$ cat src/rtl/block_sync_lock.sv
module block_sync_lock #(
  parameter int ILK_MODE  = 0,
  parameter int LOCK_GOOD = 64,
  parameter int BAD_LIMIT = 16,
  parameter int ERR_WIN   = 64,
  localparam int BLK = (ILK_MODE != 0) ? 67 : 66
) (
  input  logic           clk,
  input  logic           rst,
  input  logic           in_valid,
  input  logic [BLK-1:0] in_data,
  output logic [BLK-1:0] blk_data,
  output logic           blk_valid,
  output logic           blk_lock,
  output logic           hdr_err
);

  localparam int OW = $clog2(BLK);
  localparam int GW = $clog2(LOCK_GOOD + 1);
  localparam int WW = $clog2(ERR_WIN + 1);
  localparam int BW = $clog2(BAD_LIMIT + 1);

  logic [BLK-1:0]   prev_q;
  logic [OW-1:0]    off_q;
  logic             skip_q;
  logic [GW-1:0]    good_q;
  logic [WW-1:0]    wcnt_q;
  logic [BW-1:0]    bcnt_q;

  wire [2*BLK-1:0] pair    = {in_data, prev_q};
  wire [BLK-1:0]   win     = pair[off_q +: BLK];
  wire             hdr_ok  = win[0] ^ win[1];
  wire             judge   = in_valid & ~skip_q;
  wire [OW-1:0]    off_nxt = (off_q == OW'(BLK - 1)) ? '0 : off_q + 1'b1;
  wire             lose    = ~hdr_ok & (bcnt_q == BW'(BAD_LIMIT - 1));

  always_ff @(posedge clk) begin
    if (rst) begin
      prev_q    <= '0;
      off_q     <= '0;
      skip_q    <= 1'b1;
      good_q    <= '0;
      wcnt_q    <= '0;
      bcnt_q    <= '0;
      blk_lock  <= 1'b0;
      blk_data  <= '0;
      blk_valid <= 1'b0;
      hdr_err   <= 1'b0;
    end else begin
      blk_valid <= 1'b0;
      hdr_err   <= 1'b0;
      if (in_valid) begin
        prev_q <= in_data;
        skip_q <= 1'b0;
      end
      if (judge) begin
        if (!blk_lock) begin
          if (hdr_ok) begin
            if (good_q == GW'(LOCK_GOOD - 1)) begin
              blk_lock <= 1'b1;
              good_q   <= '0;
              wcnt_q   <= '0;
              bcnt_q   <= '0;
            end else begin
              good_q <= good_q + 1'b1;
            end
          end else begin
            good_q <= '0;
            off_q  <= off_nxt;
            skip_q <= 1'b1;
          end
        end else begin
          blk_data  <= win;
          blk_valid <= 1'b1;
          hdr_err   <= ~hdr_ok;
          if (lose) begin
            blk_lock <= 1'b0;
            off_q    <= off_nxt;
            skip_q   <= 1'b1;
            good_q   <= '0;
            wcnt_q   <= '0;
            bcnt_q   <= '0;
          end else if (wcnt_q == WW'(ERR_WIN - 1)) begin
            wcnt_q <= '0;
            bcnt_q <= '0;
          end else begin
            wcnt_q <= wcnt_q + 1'b1;
            bcnt_q <= bcnt_q + (hdr_ok ? BW'(0) : BW'(1));
          end
        end
      end
    end
  end

  assert_slip_one_bit_R3: assert property (@(posedge clk) disable iff (rst)
    (off_q != $past(off_q)) |->
      (off_q == (($past(off_q) == OW'(BLK - 1)) ? OW'(0) : OW'($past(off_q) + 1'b1))));

  assert_slip_holds_off_R5: assert property (@(posedge clk) disable iff (rst)
    (off_q != $past(off_q)) |-> skip_q);

  assert_lock_after_run_R4: assert property (@(posedge clk) disable iff (rst)
    $rose(blk_lock) |-> ($past(good_q) == GW'(LOCK_GOOD - 1)) && $past(hdr_ok));

  assert_err_only_locked_R6: assert property (@(posedge clk) disable iff (rst)
    hdr_err |-> ($past(blk_lock) && blk_valid));

  assert_bad_below_limit_R7: assert property (@(posedge clk) disable iff (rst)
    blk_lock |-> (bcnt_q < BW'(BAD_LIMIT)));

  assert_valid_only_locked_R9: assert property (@(posedge clk) disable iff (rst)
    blk_valid |-> $past(blk_lock));

endmodule

$ cat config.mk
export PLATFORM = sky130hd
export DESIGN_NAME = block_sync_lock
export DESIGN_NICKNAME = d
export VERILOG_FILES = /design/src/rtl/block_sync_lock.sv
export SDC_FILE = /design/constraint.sdc
export NUM_CORES = 1
export LEC_CHECK = 0
export ABC_AREA = 1
export BUFFER_PORTS_ARGS = -buffer_cell sky130_fd_sc_hd__buf_2
export CAP_MARGIN = 20
export CORE_MARGIN = 3
export CORE_UTILIZATION = 45
export CTS_CLUSTER_DIAMETER = 120
export DETAILED_ROUTE_END_ITERATION = 6
export PLACE_DENSITY = 0.75
export SLEW_MARGIN = 20
export SYNTH_ARGS = -nofsm -noshare
export SYNTH_HDL_FRONTEND = slang
export SYNTH_SLANG_ARGS = --single-unit
$ cat constraint.sdc
create_clock -name clk -period 5.9 [get_ports clk]
set_input_delay 0.295 -clock clk [delete_from_list [all_inputs] [get_ports clk]]
set_output_delay 0.295 -clock clk [all_outputs]
set_load 0.05 [all_outputs]
==> metrics.txt, run 1 <==
count leader, synth=nand2_1; Worst Path Required=6300 ps; Core Area=31800 sq um; Tmin final=about 4300 ps; final setup vio count=0; Worst-Margin Slew=1170 ps; vias in the first global route=16.7k; FP Rows=65; final net count=2632; CP max FO=68; Yosys cell types=49; Resize count post-CTS=0; cell depth of the worst hold path=3; type of origin of the critical path=flop; fin cells=between 3k and 4k; Hold Fails Final Rpt=0; Setup crit end kind=flop; FF-to-FF Start=off_q[1]; Setup Skew=a little over 20 ps; RSZ-0062 raised after global routing=no; number of synthesized flops with an enable pin=0; final worst slack=1550 ps; Worst Path Buf+Inv=2; Synthesis Warnings=0; die width=186 microns; Net Switching=1.44 mW; Mean Syn Cell Area=around 5.7 sq um; Sw Share=41.4%; final instance area=15700 sq um; full die area=34700 sq um; CTS tree=yes; Yosys reg bits=~160; Ant. Diodes=0; max_slew headroom=21.1%; routed via count=18.8k; routed wire length=about 67 mm; clock tree buffer depth=2; Synth async-reset ratio=0%; period utilization=73.7%; Min-Delay Path Class=input port to flop; RePlAce Congestion=1.13; Mapped Cells=around 2.6k; Slowest Stage Delay on Critical Path=700 ps; GRT overflow=0; Reg clk slew, reported paths=~70 ps; Placed Area=about 15000 sq um; post-CTS setup buffer count=0; die height=186 microns; met2 usage=59.1%; # clock sinks=162; register area=3260 sq um; Layout Utilization=between 40% and 50%; Synth top area share=22.2%; number of buffers created by CTS=17; worst hold endpoint=prev_q[51]; H-tree lvl count=4; VDD IR max=around 0.00023 V; CTS Hold Bufs=0; fraction of layout cells with a size suffix above 1=approximately 9.8%; Initial Utilization=46.0%; Crit Path Class=flop to flop; initial antenna violation count=2; DRC Markers=0; post-synthesis sequential area ratio=roughly 22%; Synth area leader=dfxtp_1; top cells by count, synth=717 x nand2_1, 533 x nand3_1, 337 x o21ai_0; Max Slew Vio Count=0; power per cell area=222 nW/um^2; filler cell count=3464; cells along the critical path=buf_4, buf_4, nand3_1, nand3_1, nand3_1, nand3_1, nand3_1, nand3_1, nand2_1, nand2_1, nand2_4, ha_1, ha_1, or2_2, a21oi_1, nand3_1, a21oi_2; Logic pwr share=between 30 and 40%; sequential power share=33.3%; Setup TNS Final=0 ps; PortBufs=137; reg2reg end=bcnt_q[2]; R2R depth=17; Routed Antenna Nets=0; hold path start=in_data[51]; Max-Cap Viols=0; outcome=finished, final reports clean; dpl cells=2973; max frequency=0.230 GHz; Critical Path Slowest Stage Cell=buf_4; GRT busiest layer=met2; overall routing resource usage=38.3%; GRT met1 Usage=50.2%; Leak=slightly above 7 nW; Post-Syn Area=14600 sq um; P&R area growth vs syn=7.62%; mean routed wirelength per cell=22.3 microns; DP Wirelength=about 51 mm; syn_nets=roughly 2.7k; crit path DAT=4750 ps; first-pass GRT wire length=101 mm; Iteration-0 DRC Markers=between 2k and 3k; FF-to-FF setup slack=1550 ps; Most used DFF post-synth=dfxtp_1; Ports=138; internal power=2.04 mW; multi-input logic area=10100 sq um; clock share of power=33.2%; Clock Latency Late Sink=470 ps; most used cell, CP=nand3_1; met3 usage=7.08%; vias per cell=~6.3; top post-synthesis cells by area=dfxtp_1 22%, nand2_1 18%, nand3_1 18%; CP delay by family, top=simple AND/OR/NAND/NOR gates; root buf cell=clkbuf_16; largest net degree at the start of global routing=~110; DP Worst Slack=1730 ps; 1st-pass router iterations=7
==> worst max path at each step <==
stage	start	endpoint	depth (start not counted)
2_1_floorplan	off_q[0]	bcnt_q[2]	20
3_3_place_gp	off_q[1]	bcnt_q[2]	17
3_5_place_dp	off_q[1]	bcnt_q[2]	17
4_1_cts	off_q[1]	bcnt_q[2]	17
5_1_grt	off_q[1]	bcnt_q[2]	17
6_report	off_q[1]	bcnt_q[2]	17
==> metrics by stage <==
stage | total power, mW | hold slack (ps)
3_3_place_gp | 2.31 | 440
3_5_place_dp | 2.31 | 465
6_report | 3.49 | 90.4
4_1_cts | 3.46 | 71.0
2_1_floorplan | 1.89 | 379
5_1_grt | 3.64 | 89.2
==> worst min-delay path: stages <==
cell,delay (ps)
buf_2,100
nor2_1,40
nor2_1,80
==> power groups by stage <==
stage,sequential [mW],clock [mW],combinational (mW)
floorplan,1.17,0,0.716
global placement,1.18,0,1.12
detailed placement,1.18,0,1.12
CTS,1.16,1.17,1.13
global route,1.16,1.21,1.27
finish,1.16,1.16,1.17
==> layer usage <==
metal  wire length [microns]  vias to the layer above
met5                      12                        -
met2                   29000                     1075
met4                    4420                        2
met3                    6380                      205
li1                        -                     8806
met1                   27200                     8706
==> sequential cells by signal (all words and copies together) (netlist names) <==
signal and count:
blk_data 66, prev_q 66, good_q 7, off_q 7, wcnt_q 7, bcnt_q 5, blk_lock 1, blk_valid 1
hdr_err 1, skip_q 1
==> placed cells by master (no fill, tap or decap), types with 10 or more instances in the layout <==
cell type,instances
nor2_1,223
inv_1,60
a21oi_2,10
xor2_1,10
clkbuf_16,17
a31oi_1,53
or2_2,14
buf_4,30
buf_2,137
nand2_1,717
o21ai_0,337
nand3_1,533
mux2i_1,19
a21oi_1,100
o21bai_1,10
o211ai_1,32
dfxtp_1,157
==> layout make-up <==
type                       count  share of cell area (%)
timing repair buffer         168                    5.92
clock inverter                13                   0.914
inverter                      70                    1.71
tap                          435                    3.46
multi-input combinational   2138                    64.5
clock buffer                  19                    2.81
sequential                   162                    20.7
==> cells by family (layout without fill, tap and decap cells) <==
| logic type | after synthesis | in the layout | synth area share (%) |
|---|---|---|---|
| AOI/OAI and AO/OA | 587 | 587 | 22.6 |
| xor gates and xnor gates | 11 | 11 | 0.659 |
| adders and majority gates | 6 | 6 | 0.513 |
| buffers and inverters | 286 | 270 | 8.53 |
| DFF | 162 | 162 | 22.2 |
| muxes | 19 | 19 | 1.30 |
| and+or+nand+nor | 1515 | 1515 | 44.3 |
No activity file was read; power rests on OpenSTA's default activity.
==> run 2, diff against run 1 <==
--- a/config.mk
+++ b/config.mk
@@ -5,14 +5,14 @@
 export SDC_FILE = /design/constraint.sdc
 export NUM_CORES = 1
 export LEC_CHECK = 0
-export ABC_AREA = 1
+export ABC_AREA = 0
 export BUFFER_PORTS_ARGS = -buffer_cell sky130_fd_sc_hd__buf_2
 export CAP_MARGIN = 20
 export CORE_MARGIN = 3
 export CORE_UTILIZATION = 45
 export CTS_CLUSTER_DIAMETER = 120
 export DETAILED_ROUTE_END_ITERATION = 6
-export PLACE_DENSITY = 0.75
+export PLACE_DENSITY = 0.77
 export SLEW_MARGIN = 20
 export SYNTH_ARGS = -nofsm -noshare
 export SYNTH_HDL_FRONTEND = slang
==> constraint.sdc (replaced) <==
create_clock -name clk -period 3.85 [get_ports clk]
set_input_delay 0.1925 -clock clk [delete_from_list [all_inputs] [get_ports clk]]
set_output_delay 0.1925 -clock clk [all_outputs]
set_load 0.05 [all_outputs]
==> run 2 against run 1 <==
Compared with the run above: first-iteration DRC count increased by 0.58%; critical path type unchanged; worst hold slack got worse by 39 ps; sequential cell count unchanged; critical path depth decreased by 1; maximum frequency increased by 16%; combinational power increased by 26%; highest routed layer unchanged; critical endpoint is now bcnt_q[4].
==> metrics.txt, run 2 <==
outcome=finished, final reports clean; Worst Path Required=4260 ps; final setup vio count=0; Setup Skew=25.0 ps; Critical Path Slowest Stage Cell=mux4_2; Hold Fails Final Rpt=0; Max-Cap Viols=0; hold path start=in_data[54]; CP max FO=5; Ant. Diodes=0; DRC Markers=0; cells along the critical path=buf_12, mux4_2, mux2_2, mux4_2, o221ai_2, a211oi_2, or3_4, nand2_1, inv_1, ha_1, ha_1, nand3_2, nand2_1, nor3_2, a22oi_1, a21bo_1; die height=approximately 200 microns; routed via count=16.5k; Post-Syn Area=between 15000 and 20000 sq um; Mean Syn Cell Area=8.72 sq um; critical path startpoint=off_q[1]; H-tree lvl count=4; FF-to-FF Start=off_q[1]; first-pass GRT wire length=roughly 100 mm; Clock Latency Late Sink=480 ps; most common cell after layout, fill and taps aside=nand2_1; final instance area=between 15000 and 20000 sq um; Synth async-reset ratio=0%; filler cell count=3218; Routed Antenna Nets=0; full die area=38200 sq um; syn_nets=1928; vias in the first global route=15.5k; Most used DFF post-synth=dfxtp_1; max frequency=0.267 GHz; biggest registers after layout=blk_data (66), prev_q (66); Min-Delay Path Class=input port to flop; Layout Utilization=52.4%; CTS tree=yes; mean routed wirelength per cell=28.1 microns; Max Slew Vio Count=0; Synthesis Warnings=0; fraction of layout cells with a size suffix above 1=28.4%; # clock sinks=about 160; Synth area leader=mux4_2; initial antenna violation count=1; DP Wirelength=52.9 mm; Tmin final=3750 ps; largest net degree at the start of global routing=94; Setup TNS Final=0 ps; routed wire length=68.3 mm; overall routing resource usage=34.9%; clock tree buffer depth=2; VDD IR max=about 0.00033 V; number of synthesized flops with an enable pin=0; Setup crit end kind=flop; Initial Utilization=between 40 and 50%; Min Hold Slack=50.9 ps; Synth top area share=approximately a quarter; power per cell area=approximately 270 nW/um^2; Worst-Margin Slew=1000 ps; GRT overflow=0; CTS Hold Bufs=0; Yosys reg bits=162; top cells by count, synth=301 x nand2_1, 274 x nor2_1, 229 x mux2i_1; crit path DAT=4160 ps; multi-input logic area=~12000 sq um; Crit Path Class=flop to flop; Ports=~140; 1st-pass router iterations=6; Iteration-0 DRC Markers=2775; type of origin of the critical path=flop; Leak=7.74 nW; dpl cells=2389; period utilization=97.4%; RePlAce Congestion=between 1 and 1.5; Slowest Stage Delay on Critical Path=550 ps; fin cells=2428; top post-synthesis cells by area=mux4_2 24%, dfxtp_1 20%, mux2i_1 14%; register area=3260 sq um; Mapped Cells=between 1.5k and 2k; die width=196 microns; commonest cells after routing, fill and taps aside=301 x nand2_1, 273 x nor2_1, 229 x mux2i_1, 175 x mux4_2, 155 x dfxtp_1; count leader, synth=nand2_1; vias per cell=6.81; post-synthesis sequential area ratio=roughly 20%; Placed Area=17600 sq um; number of buffers created by CTS=17; max_slew headroom=33.3%; Core Area=approximately 35000 sq um; P&R area growth vs syn=13.3%; FP Rows=slightly below 70; Yosys cell types=slightly below 70; root buf cell=clkbuf_16; PortBufs=137; Reg clk slew, reported paths=80 ps; final net count=2037
-- run 2: changes by cell type in the layout (fill, tap and decap cells not counted), sizes merged, moves of 47 or more --
cell / delta
nor2: +49
a21oi: -47
inv: -54
buf: +97
mux2: +59
mux4: +175
mux2i: +210
nand2: -424
nand3: -512
o21ai: -241
-- run 2: area by class of cell --
type                            count  area share (%)
Sequential cell                   162            17.8
Multi-Input combinational cell   1501            66.1
Clock buffer                       17            2.32
Timing Repair Buffer              266            9.68
Clock inverter                     13           0.697
Tap cell                          455            3.11
Inverter                           14           0.321
-- run 2: logic make-up after synthesis --
logic type | Yosys count | synth area share [%]
AO/OA/AOI/OAI | 334 | 13.7
XOR/XNOR | 1 | 0.0542
adder cells (fa/ha/maj) | 6 | 0.465
buffers and inverters | 190 | 5.17
flip-flops | 162 | 20.1
multiplexers | 463 | 42.7
AND/OR/NAND/NOR | 697 | 17.8
-- run 2: critical path, delay by kind of cell, from the launching register on --
| kind | cells | cell delay (ps) |
|---|---|---|
| AOI/OAI and AO/OA | 4 | 570 |
| adders and majority gates | 2 | 400 |
| buffers and inverters | 2 | 180 |
| DFF | 1 | 390 |
| muxes | 3 | 1380 |
| and+or+nand+nor | 5 | 760 |
-- run 2: power breakdown --
group	leakage [nW]	total (mW)	internal, mW	switching [mW]
Clock	0.270	1.71	0.896	0.816
Sequential	1.32	1.80	1.72	0.0800
Combinational	6.15	1.47	0.603	0.864
Total	7.74	4.97	3.21	1.76
-- run 2: through the flow --
stage	power (mW)	setup WS, ps
finish	4.97	99.4
global route	5.11	-18.7
detailed placement	3.22	57.5
global placement	3.21	63.2
CTS	4.92	9.66
floorplan	2.66	44.8
-- run 2: path summary, 6_finish.rpt --
check | endpoint | slack [ps] | cells after the start
setup / recovery | bcnt_q[4] | 100 | 16
hold / removal | prev_q[54] | 50 | 3
setup reg to reg | bcnt_q[4] | 100 | 16
hold reg to reg | wcnt_q[6] | 440 | 1
-- run 2: timing repair --
action | 4_1_cts | 5_1_grt
gates resized for setup | 0 | 10
setup buffers | 0 | 9
setup endpoints to repair | 0 | 8
-- run 2: routing by layer --
metal | up-vias | share of wire, % | GRT usage [%]
met5 | - | 0.023 | 0
met4 | 2 | 5.8 | 16.8
met3 | 210 | 12 | 9.13
met2 | 1147 | 45 | 53.6
met1 | 8018 | 38 | 46.0
li1 | 7152 | - | -
